$ cat src/rtl/rtcai_pkg.sv
package rtcai_pkg;
  localparam int BYTE_W   = 8;
  localparam int N_FLD    = 3;
  localparam int N_EVT    = 3;
  localparam int N_CTL    = 4;
  // event / enable bit order: 0 update, 1 alarm, 2 periodic
  localparam int EV_UPD   = 0;
  localparam int EV_ALM   = 1;
  localparam int EV_PER   = 2;
  localparam int CTL_SQW  = 3;
  // field order inside the packed time vector
  localparam int FLD_SEC  = 0;
  localparam int FLD_MIN  = 1;
  localparam int FLD_HR   = 2;

  typedef logic [BYTE_W-1:0] byte_t;

  function automatic logic is_wild(input byte_t b);
    return b[BYTE_W-1:BYTE_W-2] == 2'b11;
  endfunction

  function automatic logic field_hit(input byte_t alm, input byte_t cur);
    return is_wild(alm) || (alm == cur);
  endfunction

  function automatic logic hour_hit(input byte_t alm, input byte_t cur,
                                    input logic mode12);
    if (is_wild(alm)) return 1'b1;
    if (mode12) return alm == cur;
    return alm[BYTE_W-2:0] == cur[BYTE_W-2:0];
  endfunction

  function automatic byte_t pack_status(input logic irqf,
                                        input logic [N_EVT-1:0] fl);
    return {irqf, fl[EV_PER], fl[EV_ALM], fl[EV_UPD], 4'b0000};
  endfunction
endpackage

$ cat src/rtl/rtcai_alarm_match.sv
module rtcai_alarm_match
  import rtcai_pkg::*;
#(
  parameter int NFLD = N_FLD,
  parameter int HOUR_IDX = FLD_HR
) (
  input  logic [NFLD-1:0][BYTE_W-1:0] alm,
  input  logic [NFLD-1:0][BYTE_W-1:0] cur,
  input  logic                        mode_12h,
  output logic                        hit
);
  logic [NFLD-1:0] fld_ok;

  for (genvar i = 0; i < NFLD; i++) begin : g_fld
    if (i == HOUR_IDX) begin : g_hour
      assign fld_ok[i] = hour_hit(alm[i], cur[i], mode_12h);
    end else begin : g_plain
      assign fld_ok[i] = field_hit(alm[i], cur[i]);
    end
  end

  assign hit = &fld_ok;

  // a field with a wildcard alarm byte never blocks a match
  always_comb begin
    for (int k = 0; k < NFLD; k++)
      if (is_wild(alm[k])) a_wild_r1: assert (fld_ok[k]);
  end
endmodule

$ cat src/rtl/rtcai_ctrl_reg.sv
module rtcai_ctrl_reg
  import rtcai_pkg::*;
#(
  parameter int NCTL = N_CTL
) (
  input  logic            clk,
  input  logic            rst_n,
  input  logic            we,
  input  logic [NCTL-1:0] wdata,
  output logic [NCTL-1:0] en_q
);
  always_ff @(posedge clk or negedge rst_n) begin
    if (!rst_n) en_q <= '0;
    else if (we) en_q <= wdata;
  end

  p_wr_r6: assert property (@(posedge clk) disable iff (!rst_n)
    we |=> en_q == $past(wdata));
endmodule

$ cat src/rtl/rtcai_flag_core.sv
module rtcai_flag_core
  import rtcai_pkg::*;
#(
  parameter int NEVT = N_EVT
) (
  input  logic            clk,
  input  logic            rst_n,
  input  logic [NEVT-1:0] evt,
  input  logic            rd,
  input  logic            we,
  input  logic [NEVT-1:0] wen,
  input  logic [NEVT-1:0] en,
  output logic [NEVT-1:0] flags,
  output logic            irqf
);
  logic [NEVT-1:0] base_fl, new_set, en_eff, nxt_fl;
  logic            base_irq, fire, pend_hit, nxt_irq;

  always_comb begin
    base_fl  = rd ? '0 : flags;
    base_irq = rd ? 1'b0 : irqf;
    new_set  = evt & ~base_fl;
    en_eff   = we ? wen : en;
    fire     = |(new_set & en_eff);
    pend_hit = |(wen & base_fl);
    nxt_fl   = base_fl | evt;
    nxt_irq  = we ? (pend_hit | fire) : (base_irq | fire);
  end

  always_ff @(posedge clk or negedge rst_n) begin
    if (!rst_n) begin
      flags <= '0;
      irqf  <= 1'b0;
    end else begin
      flags <= nxt_fl;
      irqf  <= nxt_irq;
    end
  end

  p_irq_src_r4: assert property (@(posedge clk) disable iff (!rst_n)
    $rose(irqf) |-> |(flags & en));
  p_rd_clr_r5: assert property (@(posedge clk) disable iff (!rst_n)
    (rd && !(|evt)) |=> (flags == '0) && !irqf);
  p_keep_r11: assert property (@(posedge clk) disable iff (!rst_n)
    (|evt) |=> (flags & $past(evt)) == $past(evt));
  p_wr_clr_r6: assert property (@(posedge clk) disable iff (!rst_n)
    (we && !(|evt) && !(|(wen & flags)) && !rd) |=> !irqf);
endmodule

$ cat src/rtl/rtc_alarm_irq.sv
module rtc_alarm_irq
  import rtcai_pkg::*;
(
  input  logic             clk,
  input  logic             rst_n,
  input  logic             upd_done,
  input  logic             per_tick,
  input  logic             div_hold,
  input  logic             mode_12h,
  input  logic [7:0]       cur_sec,
  input  logic [7:0]       cur_min,
  input  logic [7:0]       cur_hr,
  input  logic [7:0]       alm_sec,
  input  logic [7:0]       alm_min,
  input  logic [7:0]       alm_hr,
  input  logic             ctrl_we,
  input  logic [3:0]       ctrl_wdata,
  input  logic             stat_rd,
  output logic [3:0]       ctrl_q,
  output logic [7:0]       stat_q,
  output logic             irq
);
  logic [N_FLD-1:0][BYTE_W-1:0] alm_v, cur_v;
  logic                         alarm_hit;
  logic                         upd_evt;
  logic [N_EVT-1:0]             evt_v;
  logic [N_EVT-1:0]             flags;
  logic                         irqf;

  assign alm_v[FLD_SEC] = alm_sec;
  assign alm_v[FLD_MIN] = alm_min;
  assign alm_v[FLD_HR]  = alm_hr;
  assign cur_v[FLD_SEC] = cur_sec;
  assign cur_v[FLD_MIN] = cur_min;
  assign cur_v[FLD_HR]  = cur_hr;

  rtcai_alarm_match #(.NFLD(N_FLD), .HOUR_IDX(FLD_HR)) u_match (
    .alm(alm_v), .cur(cur_v), .mode_12h(mode_12h), .hit(alarm_hit)
  );

  assign upd_evt        = upd_done && !div_hold;
  assign evt_v[EV_UPD]  = upd_evt;
  assign evt_v[EV_ALM]  = upd_evt && alarm_hit;
  assign evt_v[EV_PER]  = per_tick;

  rtcai_ctrl_reg #(.NCTL(N_CTL)) u_ctrl (
    .clk(clk), .rst_n(rst_n), .we(ctrl_we), .wdata(ctrl_wdata), .en_q(ctrl_q)
  );

  rtcai_flag_core #(.NEVT(N_EVT)) u_flags (
    .clk(clk), .rst_n(rst_n), .evt(evt_v), .rd(stat_rd), .we(ctrl_we),
    .wen(ctrl_wdata[N_EVT-1:0]), .en(ctrl_q[N_EVT-1:0]),
    .flags(flags), .irqf(irqf)
  );

  assign stat_q = pack_status(irqf, flags);
  assign irq    = irqf;

  p_uf_r2: assert property (@(posedge clk) disable iff (!rst_n)
    (upd_done && !div_hold) |=> stat_q[4]);
  p_af_r3: assert property (@(posedge clk) disable iff (!rst_n)
    (upd_done && !div_hold && alarm_hit) |=> stat_q[5]);
  p_hold_r9: assert property (@(posedge clk) disable iff (!rst_n)
    (div_hold && !stat_rd) |=> stat_q[5:4] == $past(stat_q[5:4]));
  p_pf_r10: assert property (@(posedge clk) disable iff (!rst_n)
    per_tick |=> stat_q[6]);
  p_low_r10: assert property (@(posedge clk) disable iff (!rst_n)
    stat_q[3:0] == 4'h0);
endmodule

$ cat config.mk
export PLATFORM = sky130hd
export DESIGN_NAME = rtc_alarm_irq
export DESIGN_NICKNAME = d
export VERILOG_FILES = /design/src/rtl/rtcai_pkg.sv /design/src/rtl/rtcai_alarm_match.sv /design/src/rtl/rtcai_ctrl_reg.sv /design/src/rtl/rtcai_flag_core.sv /design/src/rtl/rtc_alarm_irq.sv
export SDC_FILE = /design/constraint.sdc
export NUM_CORES = 1
export LEC_CHECK = 0
export ABC_AREA = 1
export ABC_CLOCK_PERIOD_IN_PS = 1050
export BUFFER_PORTS_ARGS = -buffer_cell sky130_fd_sc_hd__buf_2
export CAP_MARGIN = 20
export CORE_UTILIZATION = 39
export DETAILED_ROUTE_END_ITERATION = 12
export PLACE_DENSITY = 0.8
export SLEW_MARGIN = 20
export SYNTH_ARGS = -nofsm -noshare
export SYNTH_HDL_FRONTEND = slang
export SYNTH_HIERARCHICAL = 1
export SYNTH_SLANG_ARGS = --single-unit
$ cat constraint.sdc
create_clock -name clk -period 1.05 [get_ports clk]
set_clock_uncertainty 0.05 [all_clocks]
set_input_delay 0.315 -clock clk [delete_from_list [all_inputs] [get_ports clk]]
set_output_delay 0.315 -clock clk [all_outputs]
set_load 0.01 [all_outputs]
== Word level (Yosys, flattened, before mapping) ==
Index checks and enable logic that the tools add are counted.
Storage, ports and cells
  register bits after elaboration: 8
  bits of input ports: 60
  output and inout port bits: 13
  word-level logic and storage cells: 36
Cells by class
  equal/unequal tests: 7
  multiplexer cells: 11
  bitwise logic cells: 7
  reduce and logical (&&, ||, !) cells: 8
Operators with widths (number)
  $eq 8x8->1: 3
  $and 3x3->3: 3
  $mux 1: 9
  $eq 7x7->1: 1
  $eq 2x2->1 const B: 3
  $mux 3: 2
  $reduce_or 3->1: 2
  $not 3->3: 1
  $or 3x3->3: 1
  $reduce_and 3->1: 1
  $logic_and 1x1->1: 2
  $logic_or 1x1->1: 2
  $or 1x1->1: 2
  $logic_not 1->1: 1

== Depth between registers and ports, before layout ==
  word-level depth: 12
  gate-level depth with buffers: 17
  depth with buffers taken out: 17

== Hierarchy ==
Netlist, hierarchy kept.
By module, submodules not included
  rtcai_alarm_match: times used 1, cells an instance 102, area each 449.2 sq um, sequential area each 0.0 sq um
  rtcai_flag_core: times used 1, cells an instance 37, area each 240.2 sq um, sequential area each 100.1 sq um
  rtcai_ctrl_reg: times used 1, cells an instance 17, area each 148.9 sq um, sequential area each 100.1 sq um
  rtc_alarm_irq: times used 1, cells an instance 11, area each 65.1 sq um, sequential area each 0.0 sq um

== Worst setup path before layout ==
OpenSTA, ideal clock, no wires.
  kind: input -> register
  start: input port cur_hr[7]
  end: register u_flags.irqf
  setup time: 0.065 ns
  data arrival time: 1.312 ns
  required time: 0.935 ns
  setup slack: -0.377 ns
  cell stages on the path: 14
  buffers on the path: 0
  cell sequence: or2_1 nand3_1 nand3_1 nor2_1 nor2_1 nor2_1 inv_1 nor2_2 inv_1 a21oi_1 nand2_1 nand2_1 nor2_2 nand2_1
On the way
  cells in the longest elaborated chain, start to end: 11
  elaborated cells between the ends (all ways): 12
  those cells by class: eq/ne: 1; mux: 4; bitwise: 4; reduce/logical: 3
RTL lines
  start, declared: RTL line rtc_alarm_irq.sv:12  | input logic [7:0] cur_hr,
  $eq 8x8->1 (*): RTL line rtcai_pkg.sv:29  | if (mode12) return alm == cur;
  $mux 1 (*): RTL line rtcai_pkg.sv:29
  $mux 1 (*): RTL line rtcai_pkg.sv:30  | return alm[BYTE_W-2:0] == cur[BYTE_W-2:0];
  $mux 1 (*): RTL line rtcai_pkg.sv:29
  $reduce_and 3->1 (*): RTL line rtcai_alarm_match.sv:22  | assign hit = &fld_ok;
  via alarm_hit: RTL line rtc_alarm_irq.sv:24  | logic alarm_hit;
  $logic_and 1x1->1 (*): RTL line rtc_alarm_irq.sv:43  | assign evt_v[EV_ALM] = upd_evt && alarm_hit;
  via evt_v[1]: RTL line rtc_alarm_irq.sv:26  | logic [N_EVT-1:0] evt_v;
  $and 3x3->3 (*): RTL line rtcai_flag_core.sv:22  | new_set = evt & ~base_fl;
  $and 3x3->3 (*): RTL line rtcai_flag_core.sv:24  | fire = |(new_set & en_eff);
  $reduce_or 3->1 (*): RTL line rtcai_flag_core.sv:24
  $or 1x1->1: RTL line rtcai_flag_core.sv:27  | nxt_irq = we ? (pend_hit | fire) : (base_irq | fire);
  $mux 1 (*): RTL line rtcai_flag_core.sv:27
  via u_flags.nxt_irq: RTL line rtcai_flag_core.sv:17  | logic base_irq, fire, pend_hit, nxt_irq;
  end signal, assigned: RTL line rtcai_flag_core.sv:36  | irqf <= nxt_irq;
  end, declared: RTL line rtcai_flag_core.sv:14  | output logic irqf
Mark *: on every way through the listed nets, which the timed path passes. The rest lies on a longest branch.
A chain may end at the register's enable or synchronous reset.

== Worst setup path in the final report ==
  start: input port cur_min[2]
  end: register u_flags.irqf
On the way
  cells in the longest elaborated chain, start to end: 9
  elaborated cells between the ends (all ways): 10
  those cells by class: eq/ne: 1; mux: 1; bitwise: 4; reduce/logical: 4
RTL lines
  start, declared: RTL line rtc_alarm_irq.sv:11  | input logic [7:0] cur_min,
  $eq 8x8->1 (*): RTL line rtcai_pkg.sv:23  | return is_wild(alm) || (alm == cur);
  $logic_or 1x1->1 (*): RTL line rtcai_pkg.sv:23
  $reduce_and 3->1 (*): RTL line rtcai_alarm_match.sv:22
  via alarm_hit: RTL line rtc_alarm_irq.sv:24
  $logic_and 1x1->1 (*): RTL line rtc_alarm_irq.sv:43
  via evt_v[1]: RTL line rtc_alarm_irq.sv:26
  $and 3x3->3 (*): RTL line rtcai_flag_core.sv:22
  $and 3x3->3 (*): RTL line rtcai_flag_core.sv:24
  $reduce_or 3->1 (*): RTL line rtcai_flag_core.sv:24
  $or 1x1->1: RTL line rtcai_flag_core.sv:27
  $mux 1 (*): RTL line rtcai_flag_core.sv:27
  via u_flags.nxt_irq: RTL line rtcai_flag_core.sv:17
Marks and branches as above.

==> flow_summary.toml <==
[global_route]
antenna_found_initial = 0
overflow = 0
grt_max_degree = 9
grt_pass1_vias = 975
grt_pass1_wl_mm = 3.42
gr-usage-all-layers = 0.173

[floorplanning]
dieArea_um2 = 2510
core_um2 = 2190
dieWidth_um = 50.1
io_pins = 73
initial_core_util = 0.412
row_count = 17
die_h_um = 50.1

[worst_setup_path]
cpPeakStageDelay_ns = 0.18
r2r-start = "u_ctrl/en_q[2]"
critical_path_class = "input pin to register"
crit_top_cell = "nand2_1"
worstPathArrival_ns = 1.50
path_max_fanout = 2
crit_path_start_kind = "input pin"
end_kind = "register"
crit_chain = "buf_2 > xnor2_1 > nand2_1 > nor2_1 > nand2_1 > nand2_1 > nand2_1 > nor2_1 > inv_1 > nor2_2 > inv_2 > a21oi_2 > nand2_1 > nand2_1 > nor2_2 > nand2_1"
cp-startpoint = "cur_min[2]"
cp_slowest_cell = "xnor2_1"
crit_required_ns = 1.20

[synthesis]
syn_inst = 167
yosysSeqAreaShare = 0.222
ys.warnings.count = 6
syn_area_um2 = 903
synth_seq_cells = 8
avgSynthCellArea_um2 = 5.41
synth_cell_types = 16

[route]
initialDrtViolationCount = 16
wl_per_cell_um = 7.74
first_pass_iters = 8
vias = 1124
vias_per_cell = 4.09
drt_wl_total_mm = 2.13
drc = 2
ant_nets = 0

[place]
gp_congestion = 0.731
place.port_buffers = 68
pre_cts_ws_ns = -0.550
post-dp-hpwl_mm = 1.68

[sta]
fin_crit_ns = 1.35
holdWs_ns = 0.210
hold_violations = 0
rsz0062_at_grt = "yes"
fin_crit_sh = 1.29
fin_ws_ns = -0.302
fmax_mhz = 740
setup_viol = 11
final-max-slew-violation-count = 0

[status]
status = "complete, but fails checks"
violations = "DRC, setup timing"

[clock_network]
htreeDepth = 1
clk_path_buf_depth = 2
clk_latency_ns = 0.25
cts_root_buf = "clkbuf_4"
cts_tree = "yes"
clk_pin_slew_ns = 0.06
cts_sinks = 8
cts_buffers = 3

[finish]
seq_area_um2 = 200
antenna_cells = 0
syn_to_final_growth_pct = 58.6
layout-drive-gt1-share = 0.401
fillCellCount = 223
multi_input_area_um2 = 574
nets = 309

[pwr]
leakage_nw = 0.936
ir_drop_mv = 0.689
cellPowerDensity_nw_per_um2 = 726

[job]
drv_cap = 0

[worst_hold_path]
hp-class = "input pin to register"
min_from = "stat_rd"
cells by family (layout without fill, tap and decap cells):
family	count (synthesis)	after routing	synth area share
xor gates and xnor gates	11	11	0.107
other	1	4	0.00415
and+or+nand+nor	101	101	0.447
AOI/OAI and AO/OA	6	6	0.0332
DFF	8	8	0.222
buffers and inverters	40	117	0.187
per-layer routing:
metal  GRT usage  up-vias  routed length [um]
met5           0        -                   0
met4      0.0286        0                   0
met3      0.0455        0                 134
met2       0.340       39                1140
met1       0.181      453                 854
li1            -      632                   -
area by class of cell:
type | count | area share
clock buffers | 3 | 0.0157
inverters | 35 | 0.0917
multi-input cells | 122 | 0.401
flip-flops and latches | 8 | 0.140
well taps | 28 | 0.0245
repair buffers | 79 | 0.328
registers in the layout (all words and copies together) (netlist names):
| register | cells |
|---|---|
| u_flags/irqf | 1 |
| u_flags/flags | 3 |
| u_ctrl/en_q | 4 |
cell usage in the layout (no fill, tap or decap), types with 2 or more instances in the layout:
cell type  instances
a21oi_1            2
buf_2             61
buf_4             10
buf_6              7
clkbuf_4           3
conb_1             4
dfrtp_1            8
inv_1             28
inv_2              7
nand2_1           80
nand2_2            2
nand3_1            4
nor2_1             8
nor2_2             4
o21ai_0            2
xnor2_1            8
xnor2_2            3
repair_timing:
action,4_1_cts,5_1_grt
endpoints found under the hold margin,8,0
resized for setup,4,16
endpoints found under the setup margin,11,11
pin swaps,3,11
buffers inserted,4,1
cloned,0,0
hold buffers,1,0
path summary, 6_finish.rpt:
kind,end,depth (start not counted),slack (ns)
max in group asynchronous,u_ctrl/en_q[3],2,0.38
min in group asynchronous,u_ctrl/en_q[1],2,0.40
hold reg to reg,u_ctrl/en_q[3],2,0.41
setup reg to reg,u_flags/irqf,6,-0.02
hold / removal,u_flags/flags[1],2,0.21
setup / recovery,u_flags/irqf,16,-0.30
critical path: cells and delay by family:
kind	cells	cell delay, ns
xor gates and xnor gates	1	0.18
buffers and inverters	3	0.20
AOI/OAI and AO/OA	1	0.09
and+or+nand+nor	11	0.71
per-stage QoR:
stage	power, W	instances	utilization	area (um2)	setup TNS, ns
floorplan	0.000568	170	-	915	-0.504
global placement	0.000747	266	0.589	1290	-0.877
detailed placement	0.000752	266	0.589	1290	-0.913
CTS	0.00102	274	0.626	1370	-1.07
global route	0.00113	275	0.654	1430	-1.67
finish	0.00104	275	0.654	1430	-1.16
power breakdown:
group / switching [W] / internal [W] / leakage, nW
registers: 0.0000133 / 0.000335 / 0.0979
logic: 0.000212 / 0.000247 / 0.824
clock network: 0.000102 / 0.000131 / 0.0138
total: 0.000327 / 0.000713 / 0.936
synth_stat cells:
library cell  instances  area, um2
conb_1                1       3.75
inv_2                 2       7.51
nand4_1               1       6.26
nand2_1              81        304
or2_1                 1       6.26
nor2_2                4       25.0
buf_4                 5       37.5
xnor2_1              11       96.3
nand3_1               4       20.0
or2_2                 1       6.26
nor2_1                8       30.0
inv_1                33        124
o21ai_0               3       15.0
dfrtp_1               8        200
nand2_2               1       6.26
a21oi_1               3       15.0
(Power assumes the default switching activity.)
